===== src/rtl/stmem_pkg.sv =====
`timescale 1ns/1ps
package stmem_pkg;
    typedef enum logic [1:0] {DW_8 = 2'b00, DW_16 = 2'b01, DW_32 = 2'b10, DW_RSV = 2'b11} dev_width_e;
    typedef enum logic [1:0] {SZ_BYTE = 2'b00, SZ_HALF = 2'b01, SZ_WORD = 2'b10, SZ_RSV = 2'b11} req_size_e;
    typedef enum logic [1:0] {ST_IDLE, ST_ACCESS, ST_FINISH} state_e;
endpackage


===== src/rtl/stmem_bank_decode.sv =====
`timescale 1ns/1ps
module stmem_bank_decode
    import stmem_pkg::*;
#(
    parameter int ADDR_W    = 32,
    parameter int BANK_LSB  = 27,
    parameter int BANK_BITS = 3,
    localparam int NBANK    = 1 << BANK_BITS
) (
    input  logic [ADDR_W-1:0]    addr,
    input  logic [1:0]           size,
    input  logic [2*NBANK-1:0]   cfg_width,
    output logic [BANK_BITS-1:0] bank,
    output dev_width_e           width,
    output logic [2:0]           beats,
    output logic                 misalign
);
    logic [1:0] raw_width;

    always_comb begin
        bank      = addr[BANK_LSB +: BANK_BITS];
        raw_width = cfg_width[2*bank +: 2];
        // reserved code falls back to the widest path
        width     = (raw_width == DW_RSV) ? DW_32 : dev_width_e'(raw_width);

        unique case (width)
            DW_8: begin
                unique case (req_size_e'(size))
                    SZ_HALF: beats = 3'd2;
                    SZ_WORD: beats = 3'd4;
                    default: beats = 3'd1;
                endcase
            end
            DW_16:   beats = (req_size_e'(size) == SZ_WORD) ? 3'd2 : 3'd1;
            default: beats = 3'd1;
        endcase

        misalign = (req_size_e'(size) == SZ_RSV)
                || ((req_size_e'(size) == SZ_HALF) && addr[0])
                || ((req_size_e'(size) == SZ_WORD) && (addr[1:0] != 2'b00));
    end
endmodule


===== src/rtl/stmem_lane_pack.sv =====
`timescale 1ns/1ps
module stmem_lane_pack
    import stmem_pkg::*;
#(
    parameter int DATA_W = 32
) (
    input  logic [DATA_W-1:0] acc_q,
    input  logic [DATA_W-1:0] rdata,
    input  dev_width_e        width,
    input  logic [1:0]        beat,
    input  logic [1:0]        lane,
    output logic [DATA_W-1:0] acc_d
);
    always_comb begin
        acc_d = acc_q;
        unique case (width)
            DW_8:  acc_d[8*beat +: 8] = rdata[7:0];
            DW_16: acc_d[16*beat[0] +: 16] = lane[0] ? {8'h00, rdata[15:8]} : rdata[15:0];
            default: acc_d = rdata >> (8*lane);
        endcase
    end
endmodule


===== src/rtl/stmem_read_ctrl.sv =====
`timescale 1ns/1ps
module stmem_read_ctrl
    import stmem_pkg::*;
#(
    parameter int ADDR_W    = 32,
    parameter int DATA_W    = 32,
    parameter int BANK_BITS = 3,
    parameter int DEV_AW    = 27,
    parameter int WAIT_W    = 3,
    localparam int NBANK    = 1 << BANK_BITS
) (
    input  logic                 clk,
    input  logic                 rst_n,
    input  logic                 req_valid,
    input  logic [ADDR_W-1:0]    req_addr,
    input  logic [1:0]           req_size,
    input  logic [2*NBANK-1:0]   cfg_width,
    input  logic [WAIT_W-1:0]    cfg_wait,
    output logic                 rsp_done,
    output logic                 rsp_err,
    output logic [DATA_W-1:0]    rsp_data,
    output logic [NBANK-1:0]     mem_cs_n,
    output logic                 mem_oe_n,
    output logic [DEV_AW-1:0]    mem_addr,
    input  logic [DATA_W-1:0]    mem_rdata
);
    state_e                state_q, state_d;
    logic [BANK_BITS-1:0]  bank_q, dec_bank;
    dev_width_e            width_q, dec_width;
    logic [1:0]            size_q, lane_q, beat_q;
    logic [2:0]            beats_q, dec_beats;
    logic [WAIT_W-1:0]     wait_q, wait_cfg_q;
    logic [DEV_AW-1:0]     base_q, dec_base;
    logic [DATA_W-1:0]     acc_q, acc_d;
    logic                  err_q, dec_misalign;
    logic                  slot_end, last_beat;

    stmem_bank_decode #(
        .ADDR_W(ADDR_W), .BANK_LSB(DEV_AW), .BANK_BITS(BANK_BITS)
    ) u_decode (
        .addr(req_addr), .size(req_size), .cfg_width(cfg_width),
        .bank(dec_bank), .width(dec_width), .beats(dec_beats), .misalign(dec_misalign)
    );

    stmem_lane_pack #(.DATA_W(DATA_W)) u_pack (
        .acc_q(acc_q), .rdata(mem_rdata), .width(width_q),
        .beat(beat_q), .lane(lane_q), .acc_d(acc_d)
    );

    // device word address: drop the byte-lane bits of the in-bank address
    always_comb begin
        unique case (dec_width)
            DW_8:    dec_base = req_addr[DEV_AW-1:0];
            DW_16:   dec_base = req_addr[DEV_AW-1:0] >> 1;
            default: dec_base = req_addr[DEV_AW-1:0] >> 2;
        endcase
    end

    assign slot_end  = (wait_q == wait_cfg_q);
    assign last_beat = ({1'b0, beat_q} == (beats_q - 3'd1));

    // next state
    always_comb begin
        state_d = state_q;
        unique case (state_q)
            ST_IDLE:   if (req_valid) state_d = dec_misalign ? ST_FINISH : ST_ACCESS;
            ST_ACCESS: if (slot_end && last_beat) state_d = ST_FINISH;
            ST_FINISH: state_d = ST_IDLE;
            default:   state_d = ST_IDLE;
        endcase
    end

    // state register and datapath
    always_ff @(posedge clk or negedge rst_n) begin
        if (!rst_n) begin
            state_q    <= ST_IDLE;
            bank_q     <= '0;
            width_q    <= DW_8;
            size_q     <= '0;
            lane_q     <= '0;
            beat_q     <= '0;
            beats_q    <= 3'd1;
            wait_q     <= '0;
            wait_cfg_q <= '0;
            base_q     <= '0;
            acc_q      <= '0;
            err_q      <= 1'b0;
        end else begin
            state_q <= state_d;
            if (state_q == ST_IDLE && req_valid) begin
                bank_q     <= dec_bank;
                width_q    <= dec_width;
                size_q     <= req_size;
                lane_q     <= req_addr[1:0];
                beats_q    <= dec_beats;
                wait_cfg_q <= cfg_wait;
                base_q     <= dec_base;
                err_q      <= dec_misalign;
                beat_q     <= '0;
                wait_q     <= '0;
                acc_q      <= '0;
            end else if (state_q == ST_ACCESS) begin
                if (slot_end) begin
                    acc_q  <= acc_d;
                    beat_q <= beat_q + 2'd1;
                    wait_q <= '0;
                end else begin
                    wait_q <= wait_q + 1'b1;
                end
            end
        end
    end

    // outputs
    always_comb begin
        mem_cs_n = '1;
        mem_oe_n = 1'b1;
        rsp_done = 1'b0;
        rsp_err  = 1'b0;
        rsp_data = '0;
        mem_addr = base_q + DEV_AW'(beat_q);
        unique case (state_q)
            ST_ACCESS: begin
                mem_cs_n[bank_q] = 1'b0;
                mem_oe_n         = 1'b0;
            end
            ST_FINISH: begin
                rsp_done = 1'b1;
                rsp_err  = err_q;
                if (!err_q) begin
                    unique case (req_size_e'(size_q))
                        SZ_BYTE: rsp_data = acc_q & DATA_W'(32'h0000_00FF);
                        SZ_HALF: rsp_data = acc_q & DATA_W'(32'h0000_FFFF);
                        default: rsp_data = acc_q;
                    endcase
                end
            end
            default: ;
        endcase
    end

    AST_CS_ONEHOT: assert property (@(posedge clk) disable iff (!rst_n) $onehot0(~mem_cs_n));
    AST_OE_WITH_CS: assert property (@(posedge clk) disable iff (!rst_n) !mem_oe_n |-> (mem_cs_n != '1));
    AST_ADDR_HELD: assert property (@(posedge clk) disable iff (!rst_n) (!mem_oe_n && wait_q != '0) |-> $stable(mem_addr));
    AST_ADDR_STEP: assert property (@(posedge clk) disable iff (!rst_n) (!mem_oe_n && beat_q != 2'd0 && wait_q == '0) |-> (mem_addr == $past(mem_addr) + 1'b1));
    AST_MISALIGN_FAST: assert property (@(posedge clk) disable iff (!rst_n) (state_q == ST_IDLE && req_valid && req_size == 2'b10 && req_addr[1:0] != 2'b00) |=> (rsp_done && rsp_err && mem_oe_n));
    AST_DONE_PULSE: assert property (@(posedge clk) disable iff (!rst_n) rsp_done |=> !rsp_done);
endmodule


===== config.mk =====
export PLATFORM = sky130hd
export DESIGN_NAME = stmem_read_ctrl
export DESIGN_NICKNAME = d
export VERILOG_FILES = /design/src/rtl/stmem_pkg.sv /design/src/rtl/stmem_bank_decode.sv /design/src/rtl/stmem_lane_pack.sv /design/src/rtl/stmem_read_ctrl.sv
export SDC_FILE = /design/constraint.sdc
export NUM_CORES = 1
export LEC_CHECK = 0
export ABC_CLOCK_PERIOD_IN_PS = 3460
export BUFFER_PORTS_ARGS = -buffer_cell sky130_fd_sc_hd__buf_4
export CAP_MARGIN = 20
export CORE_UTILIZATION = 30
export DETAILED_ROUTE_END_ITERATION = 10
export PLACE_DENSITY = 0.6
export SLEW_MARGIN = 5
export SYNTH_ARGS = -nofsm -noshare
export SYNTH_HDL_FRONTEND = slang
export SYNTH_SLANG_ARGS = --single-unit

===== constraint.sdc =====
create_clock -name clk -period 3.46 [get_ports clk]
set_input_delay 0 -clock clk [delete_from_list [all_inputs] [get_ports clk]]
set_output_delay 0 -clock clk [all_outputs]
set_load 0.005 [all_outputs]

==> key figures, run 1 <==
Run status
  – Status: complete, but fails checks
  – Failing checks: negative hold slack

Min path
  – Hold Crit Class: input port to flop
  – Hold path depth: 3

Clock network
  – Clk_lat worst skew: 0.36 ns
  – Clk buf depth: 2
  – CTS tree: done
  – H-tree depth: 3
  – Clk sink count: 82
  – TritonCTS buffer count: 9
  – Clk root buf: clkbuf_16
  – CTS clk-pin slew, worst paths: 0.06 ns

Yosys
  – Post-synth cell types: 60
  – Post-synthesis register bit count: 82
  – Post-Syn Instances: 797
  – Post-synthesis net count: 898
  – Asr flop ratio synth: 1.00
  – Yosys top cell by area: dfrtp_1
  – Most frequent cell after synthesis: nand2_1
  – Netlist Area Pre-Place: 0.00659 mm2
  – Seq/Total Area, Yosys: 0.312
  – Synth Flop Type: dfrtp_1
  – Commonest cells in the netlist: 98 x nand2_1, 81 x dfrtp_1, 62 x a21oi_1, 59 x mux2i_1, 44 x and3_1
  – EDFF count, synth: 0
  – Yosys top cell area share: 0.308
  – Ranking of synthesized cells by area: dfrtp_1 31%, mux2i_1 9.0%, nand2_1 5.6%
  – Mean Syn Cell Area: 8.27 um2
  – Ys Warns: 0

Timing
  – Clock Skew: 0.00926 ns
  – Setup ws final: 0.433 ns
  – Pins over their slew limit: 0
  – RSZ-0062 raised after global routing: no
  – FMAX: 330 MHz
  – Final TNS setup: 0 ns
  – Worst slew margin: 0.281
  – Worst Max-Slew Pin Slew: 1.07 ns
  – Final hold violation count: 1
  – Final setup fails: 0
  – Hold WS: -0.00233 ns
  – Fin crit period: 3.03 ns
  – Final period util: 0.875

Pwr
  – Sw Pwr: 2.89 mW
  – VDD IR max: 0.350 mV
  – Switching share of power: 0.445
  – LEAKAGE: 4.03 nW
  – Clk network pwr share: 0.158
  – PD cells: 737 mW/mm2
  – Comb pwr share: 0.537
  – Seq pwr share: 0.304
  – Internal Pwr Total: 3.60 mW

Critical path
  – Worst Path Buf+Inv: 2
  – Type of origin of the critical path: flop
  – Worst EP arrival: 3.03 ns
  – Cells along the critical path: ha_1 > inv_1 > fa_1 > nor2b_1 > nand3_1 > nor3_1 > xor2_1 > buf_4
  – Worst path slowest cell: dfrtp_2
  – CP required: 3.46 ns
  – Worst Reg-to-Reg Cells: 8
  – CP Max Fanout: 23
  – Crit. End Element: output port
  – CP delay by family, top: simple AND/OR/NAND/NOR gates
  – Critical path's largest stage delay: 0.64 ns
  – Setup CP Type: flop to output port
  – Crit path depth: 8

Final layout
  – Final cell count without fillers: 1,251
  – Nets: 1,072
  – Area grow syn2layout: 33.6%
  – Layout cells sized above 1: 0.213
  – Util after Layout: 0.414
  – Ant diodes: 0
  – Fill count: 2,163

Global routing
  – GRT Total Usage: 0.208
  – Largest net degree at the start of global routing: 62
  – Number of global-route vias before repair: 6,628
  – Initial antenna violation count: 1
  – First-pass GRT wire length: 36,300 um
  – GR Overflow Total: 0

Placed design
  – Port Buf Inserts: 155
  – Total placed cells including tap cells: 1,178
  – Final RePlAce weighted congestion: 0.948
  – DP HPWL: 15,900 um
  – DP Worst Slack: 0.716 ns

Detailed routing
  – Vias per cell: 5.52
  – Final ANT Viol Nets: 0
  – Routed WL: 23,000 um
  – DR iter-0 viols: 453
  – Wire per inst: 18.4 um
  – Routed via count: 6,900
  – DRT Pass-1 Iters: 5
  – DRC viols: 0

Floorplanning
  – Rows: 53
  – I/O pins: 158
  – Core area: 0.0213 mm2
  – Die height: 150 um
  – Total Die Area: 0.0226 mm2
  – Die width: 150 um
  – Starting Density: 0.309

Job
  – Max Cap Viol: 0
-- cells by family (layout without fill, tap and decap cells) --
group	after synthesis	after routing	share of synthesized area
xor gates and xnor gates	34	34	0.0452
muxes	72	72	0.116
AOI/OAI and AO/OA	232	232	0.228
and+or+nand+nor	283	283	0.219
buffers and inverters	81	260	0.0549
adders and majority gates	13	13	0.0258
DFF	82	82	0.312
-- path summary, 6_finish.rpt --
path,startpoint,endpoint,slack [ns]
worst max-delay path,beat_q[0],mem_addr[26],0.43
worst min-delay path,req_addr[3],base_q[2],-0.002
worst max register to register,beat_q[0],acc_q[20],0.63
worst min register to register,bank_q[1],bank_q[1],0.49
max in group asynchronous,rst_n,base_q[8],2.31
min in group asynchronous,rst_n,acc_q[5],0.31
-- metrics by stage --
| step | power, mW | cell area (um2) |
|---|---|---|
| 6_report | 6.49 | 8800 |
| 5_1_grt | 7.01 | 8800 |
| 4_1_cts | 6.48 | 8800 |
| 3_5_place_dp | 5.27 | 7930 |
| 3_3_place_gp | 5.24 | 7930 |
| 2_1_floorplan | 4.12 | 6590 |
-- power groups by stage --
stage	Clock (mW)	Sequential [mW]	Combinational, mW
4_1_cts	1.04	1.97	3.47
5_1_grt	1.09	2.05	3.86
6_report	1.03	1.97	3.49
3_3_place_gp	0	1.98	3.26
2_1_floorplan	0	1.69	2.44
3_5_place_dp	0	1.98	3.29
-- cell type report --
cell class | instances | area [um2] | share of cell area
clock buffer | 11 | 243 | 0.0276
clock inverter | 5 | 62.6 | 0.00711
inverter | 16 | 61.3 | 0.00696
multi-input combinational | 634 | 4180 | 0.475
sequential | 82 | 2060 | 0.234
tap | 275 | 344 | 0.0391
timing repair buffer | 228 | 1850 | 0.211
-- per-layer routing --
metal	up-vias	routed length (um)	GRT usage
met5	-	0	0
met4	0	443	0.0641
met3	36	2140	0.0500
met2	306	10500	0.331
met1	3293	9880	0.278
li1	3265	-	-
-- registers in the layout (all words and copies together) (netlist names) --
name,cells
beat_q,2
lane_q,2
state_q,2
base_q,27
width_q,2
wait_cfg_q,3
acc_q,32
wait_q,3
bank_q,3
err_q,1
size_q,2
beats_q,3
-- cells in the final DEF, fill, tap and decap left out, types with 22 or more instances in the layout --
cell / n
a21oi_1: 62
and3_1: 44
buf_4: 171
dfrtp_1: 79
dlygate4sd3_1: 57
mux2i_1: 59
nand2_1: 97
nand3_1: 31
nor2_1: 25
o21ai_0: 41
xnor2_1: 22
-- worst reg2reg max path, cell delays in order (launching register included) --
cell      delay, ns
dfrtp_2        0.57
inv_1          0.13
buf_4          0.25
ha_1           0.41
nand3b_1       0.12
nor3_1         0.82
a21oi_1        0.16
nor3_1         0.19
a21o_1         0.11
-- what timing repair did --
| item | 4_1_cts | 5_1_grt |
|---|---|---|
| setup buffers | 0 | 0 |
| hold buffers | 57 | 0 |
| hold endpoints to repair | 97 | 0 |
| gates resized for setup | 0 | 0 |
Power figures use the tool's default switching activity.
==> inputs of run 2 (changes only) <==
- PLACE_DENSITY: 0.6 -> unset
- PLACE_DENSITY_LB_ADDON: unset -> 0.15
==> run 2 against run 1 <==
  * The flow now finishes without violations
  * Critical endpoint is now base_q[13]
  * Critical path depth grew 3
  * Combinational power increased by 2%
  * Cell area increased by 0.87%
  * Register-to-register slack gained 0.32 ns
  * Wire length is 1.3% higher
  * Largest power group unchanged
  * Via count decreased by 1.5%
  * Cell count grew 0.80%
  * Clock-buffer cell count down 1
  * Setup slack better by 0.37 ns
  * Largest cell class unchanged
  * Die area stayed put
==> key figures, run 2 (synthesized netlist as in run 1, its figures left out) <==
Placed design
  – Port Buf Inserts: 155
  – Final RePlAce weighted congestion: 0.862
  – DP Worst Slack: 1.00 ns
  – DP HPWL: 16,300 um

Floorplanning
  – Die height: 150 um
  – Die width: 150 um
  – Starting Density: 0.309
  – I/O pins: 158
  – Core area: 0.0213 mm2
  – Total Die Area: 0.0226 mm2
  – Rows: 53

Clock network
  – CTS clk-pin slew, worst paths: 0.08 ns
  – CTS resizes: 0
  – Clk sink count: 82
  – TritonCTS buffer count: 9
  – H-tree depth: 3
  – Clk root buf: clkbuf_16
  – CTS tree: done
  – Clk_lat worst skew: 0.36 ns
  – Clk buf depth: 2

Final layout
  – Max FFs per register: 32
  – FF+latch area: 0.00205 mm2
  – Layout cells sized above 1: 0.223
  – Largest register by flop count: acc_q
  – Commonest cells after routing, fill and taps aside: 183 x buf_4, 97 x nand2_1, 80 x dfrtp_1
  – Util after Layout: 0.417
  – Most common cell after layout, fill and taps aside: buf_4
  – Nets: 1,082
  – Area of the multi-input gates: 0.00418 mm2
  – Area grow syn2layout: 34.8%
  – Ant diodes: 0
  – Top flop regs: acc_q x32, base_q x27
  – Fill count: 2,175

Timing
  – Worst slew margin: 0.354
  – FMAX: 376 MHz
  – Fin crit period: 2.66 ns
  – RSZ-0062 raised after global routing: no
  – Final period util: 0.768
  – Final TNS setup: 0 ns
  – Final setup fails: 0
  – Final hold violation count: 0
  – Setup ws final: 0.802 ns
  – Worst Max-Slew Pin Slew: 0.962 ns
  – Clock Skew: 0.0146 ns
  – Pins over their slew limit: 0

Global routing
  – First-pass GRT wire length: 36,500 um
  – Largest net degree at the start of global routing: 57
  – Initial antenna violation count: 0
  – GRT Total Usage: 0.211
  – Number of global-route vias before repair: 6,667
  – GR Overflow Total: 0

Pwr
  – Sw Pwr: 2.91 mW
  – LEAKAGE: 4.09 nW
  – Clk network pwr share: 0.162
  – Comb pwr share: 0.545
  – PD cells: 735 mW/mm2
  – Internal Pwr Total: 3.61 mW
  – Switching share of power: 0.446
  – VDD IR max: 0.284 mV
  – Seq pwr share: 0.293

Critical path
  – CP required: 3.72 ns
  – Crit. End Element: flop
  – Setup CP Type: input port to flop
  – Type of origin of the critical path: input port
  – Worst EP arrival: 2.91 ns
  – CP Max Fanout: 10

Job
  – Max Cap Viol: 0

Detailed routing
  – Routed via count: 6,799
  – Wire per inst: 18.5 um
  – DRC viols: 0
  – Vias per cell: 5.39
  – DRT Pass-1 Iters: 7
  – DR iter-0 viols: 468
  – Routed WL: 23,300 um
  – Final ANT Viol Nets: 0

Run status
  – Status: completed

Min path
  – Hold Crit Class: input port to flop
[run 2: cell count changes in the layout (fill, tap and decap cells not counted), moves of 2 or more]
| cell | previous run | this run |
|---|---|---|
| buf_4 | 171 | 183 |
| clkinv_4 | 1 | 3 |
| clkinvlp_4 | 2 | 0 |
| dlygate4sd3_1 | 57 | 55 |
[run 2: cell type report]
cell class | instances | area share
Tap cell | 275 | 0.0387
Inverter | 16 | 0.00690
Sequential cell | 82 | 0.231
Clock inverter | 6 | 0.00831
Multi-Input combinational cell | 634 | 0.471
Clock buffer | 10 | 0.0269
Timing Repair Buffer | 238 | 0.217
[run 2: metrics by stage]
stage / std cells / instance area [um2] / hold WS (ns) / power, mW
after floorplan: 797 / 6590 / -0.296 / 4.12
after global placement: 1184 / 7970 / -0.0219 / 5.31
after detailed placement: 1184 / 7970 / -0.0186 / 5.34
after CTS: 1255 / 8830 / 0.0149 / 6.54
after global routing: 1261 / 8880 / 0.0578 / 7.09
final: 1261 / 8880 / 0.0255 / 6.53
[run 2: worst paths after layout]
kind	slack, ns	end	cells after the start	start
setup / recovery	0.80	base_q[13]	11	req_addr[27]
min in group asynchronous	0.13	acc_q[7]	2	rst_n
hold reg to reg	0.48	size_q[0]	2	size_q[0]
setup reg to reg	0.95	base_q[3]	6	state_q[0]
hold / removal	0.03	acc_q[30]	3	mem_rdata[30]
max in group asynchronous	2.47	base_q[26]	3	rst_n
[run 2: critical path: stages]
cell	delay (ns)
dlygate4sd3_1	0.53
buf_4	0.17
mux2i_1	0.22
nand3b_1	0.09
nand4_1	0.09
buf_4	0.18
buf_4	0.24
mux2i_1	0.21
dlygate4sd3_1	0.57
o21ai_1	0.05
dlygate4sd3_1	0.55
[run 2: metal layers]
| layer | GRT usage | share of wire |
|---|---|---|
| met1 | 0.286 | 0.46 |
| met2 | 0.336 | 0.46 |
| met3 | 0.0342 | 0.053 |
| met4 | 0.0778 | 0.027 |
| met5 | 0 | 0 |
[run 2: power by group through the flow]
| stage | logic (mW) | registers [mW] | clock network [mW] |
|---|---|---|---|
| CTS | 3.55 | 1.91 | 1.08 |
| floorplan | 2.44 | 1.69 | 0 |
| detailed placement | 3.42 | 1.93 | 0 |
| finish | 3.56 | 1.91 | 1.06 |
| global route | 3.98 | 1.99 | 1.12 |
| global placement | 3.39 | 1.93 | 0 |
[run 2: timing repair]
action / CTS / global route
endpoints found under the hold margin: 65 / 0
buffers inserted: 0 / 6
endpoints found under the setup margin: 0 / 1
hold buffers: 55 / 0
==> inputs of run 3 (changes only) <==
- ABC_CLOCK_PERIOD_IN_PS: 3460 -> 2700
- clock period: 3.46 -> 2.7 ns (I/O delays scaled with it)
==> run 3 against run 2 <==
  * Combinational power increased by 29%
  * Register-to-register slack worse by 0.66 ns
  * Wire length fell by 1.3%
  * Via count is essentially flat
  * Hold slack worse by 0.018 ns
  * First-iteration DRC count decreased by 12%
  * Sequential power rose by 28%
  * Non-clock buffer count decreased by 2
  * Setup slack lost 0.62 ns
  * Largest cell class unchanged
==> key figures, run 3 (synthesized netlist as in run 1, its figures left out) <==
Placed design
  – Final RePlAce weighted congestion: 0.862
  – DP Worst Slack: 0.386 ns
  – Port Buf Inserts: 155
  – DP HPWL: 16,500 um
  – Total placed cells including tap cells: 1,190

Final layout
  – Ant diodes: 0
  – Layout cells sized above 1: 0.225
  – Commonest cells after routing, fill and taps aside: 180 x buf_4, 97 x nand2_1, 79 x dfrtp_1
  – Area grow syn2layout: 34.9%
  – Most common cell after layout, fill and taps aside: buf_4
  – Final cell count without fillers: 1,259
  – Max FFs per register: 32
  – Fill count: 2,161
  – Largest register by flop count: acc_q
  – Nets: 1,080
  – Top flop regs: acc_q x32, base_q x27

Floorplanning
  – Total Die Area: 0.0226 mm2
  – Die width: 150 um
  – Starting Density: 0.309
  – I/O pins: 158
  – Die height: 150 um
  – Rows: 53
  – Core area: 0.0213 mm2

Clock network
  – CTS tree: done
  – Clk sink count: 82
  – H-tree depth: 3
  – Setup bufs post-CTS: 0
  – Clk root buf: clkbuf_16
  – TritonCTS buffer count: 9
  – CTS clk-pin slew, worst paths: 0.07 ns
  – Clk buf depth: 2
  – Clk_lat worst skew: 0.36 ns

Global routing
  – First-pass GRT wire length: 36,400 um
  – Largest net degree at the start of global routing: 44
  – GR Overflow Total: 0
  – Number of global-route vias before repair: 6,630
  – Initial antenna violation count: 0
  – GRT Total Usage: 0.211

Timing
  – Worst slew margin: 0.487
  – Fin crit period: 2.52 ns
  – Final TNS setup: 0 ns
  – Setup ws final: 0.177 ns
  – Final setup fails: 0
  – Hold WS: 0.00718 ns
  – RSZ-0062 raised after global routing: no
  – FMAX: 396 MHz
  – Final period util: 0.934
  – Final hold violation count: 0
  – Worst Max-Slew Pin Slew: 0.768 ns
  – Pins over their slew limit: 0
  – Clock Skew: 0.0162 ns

Detailed routing
  – DR iter-0 viols: 410
  – DRC viols: 0
  – Final ANT Viol Nets: 0
  – Routed via count: 6,796
  – Routed WL: 23,000 um
  – DRT Pass-1 Iters: 4
  – Vias per cell: 5.40
  – Wire per inst: 18.3 um

Pwr
  – Total power after layout: 8.39 mW
  – Seq pwr share: 0.291
  – VDD IR max: 0.415 mV
  – LEAKAGE: 4.09 nW
  – PD cells: 944 mW/mm2
  – Sw Pwr: 3.74 mW
  – Clk network pwr share: 0.159
  – Internal Pwr Total: 4.64 mW
  – Switching share of power: 0.446
  – Comb pwr share: 0.550

Run status
  – Status: completed

Critical path
  – Type of origin of the critical path: flop
  – Crit. End Element: output port
  – CP Max Fanout: 10
  – Worst EP arrival: 2.52 ns
  – Setup CP Type: flop to output port
  – CP required: 2.70 ns

Job
  – Max Cap Viol: 0

Min path
  – Hold Crit Class: input port to flop
run 3: power by group through the flow:
stage	Sequential, mW	Clock (mW)	Combinational (mW)
4_1_cts	2.43	1.36	4.63
3_5_place_dp	2.45	0	4.46
5_1_grt	2.53	1.41	5.16
6_report	2.44	1.33	4.61
3_3_place_gp	2.45	0	4.44
2_1_floorplan	2.16	0	3.12
run 3: repair_timing:
| item | in CTS | in global routing |
|---|---|---|
| gates resized for setup | 0 | 2 |
| hold endpoints to repair | 76 | 0 |
| hold buffers | 53 | 0 |
| endpoints found under the setup margin | 0 | 3 |
run 3: final cells by class:
class / count / area (um2) / share of cell area
inverter: 16 / 61.3 / 0.00690
multi-input combinational: 634 / 4180 / 0.471
tap: 275 / 344 / 0.0387
clock inverter: 7 / 83.8 / 0.00943
clock buffer: 9 / 225 / 0.0253
timing repair buffer: 236 / 1930 / 0.218
sequential: 82 / 2060 / 0.231
run 3: final timing paths:
kind	startpoint	end	slack [ns]	cells after the start
hold reg to reg	beats_q[0]	beats_q[0]	0.50	2
setup reg to reg	state_q[0]	base_q[5]	0.29	7
min in group asynchronous	rst_n	acc_q[7]	0.19	2
hold / removal	mem_rdata[30]	acc_q[30]	0.007	3
setup / recovery	beat_q[1]	mem_addr[26]	0.18	8
max in group asynchronous	rst_n	base_q[21]	1.81	3
run 3: worst max-delay path, stage by stage, from the launching register on:
cell and delay, ns:
dfrtp_1 0.45, inv_1 0.17, fa_1 0.49, nor2b_1 0.12, buf_4 0.21, nand3_1 0.09, nor3_1 0.23, xor2_1 0.24
buf_4 0.15
run 3: routing by layer:
layer	share of wire	GRT usage
met5	0	0
met4	0.029	0.0909
met3	0.058	0.0312
met2	0.46	0.332
met1	0.45	0.286
run 3: stage by stage:
stage	utilization	cell area (um2)
2_1_floorplan	-	6590
3_3_place_gp	0.378	8040
3_5_place_dp	0.378	8040
4_1_cts	0.417	8880
5_1_grt	0.417	8890
6_report	0.417	8890
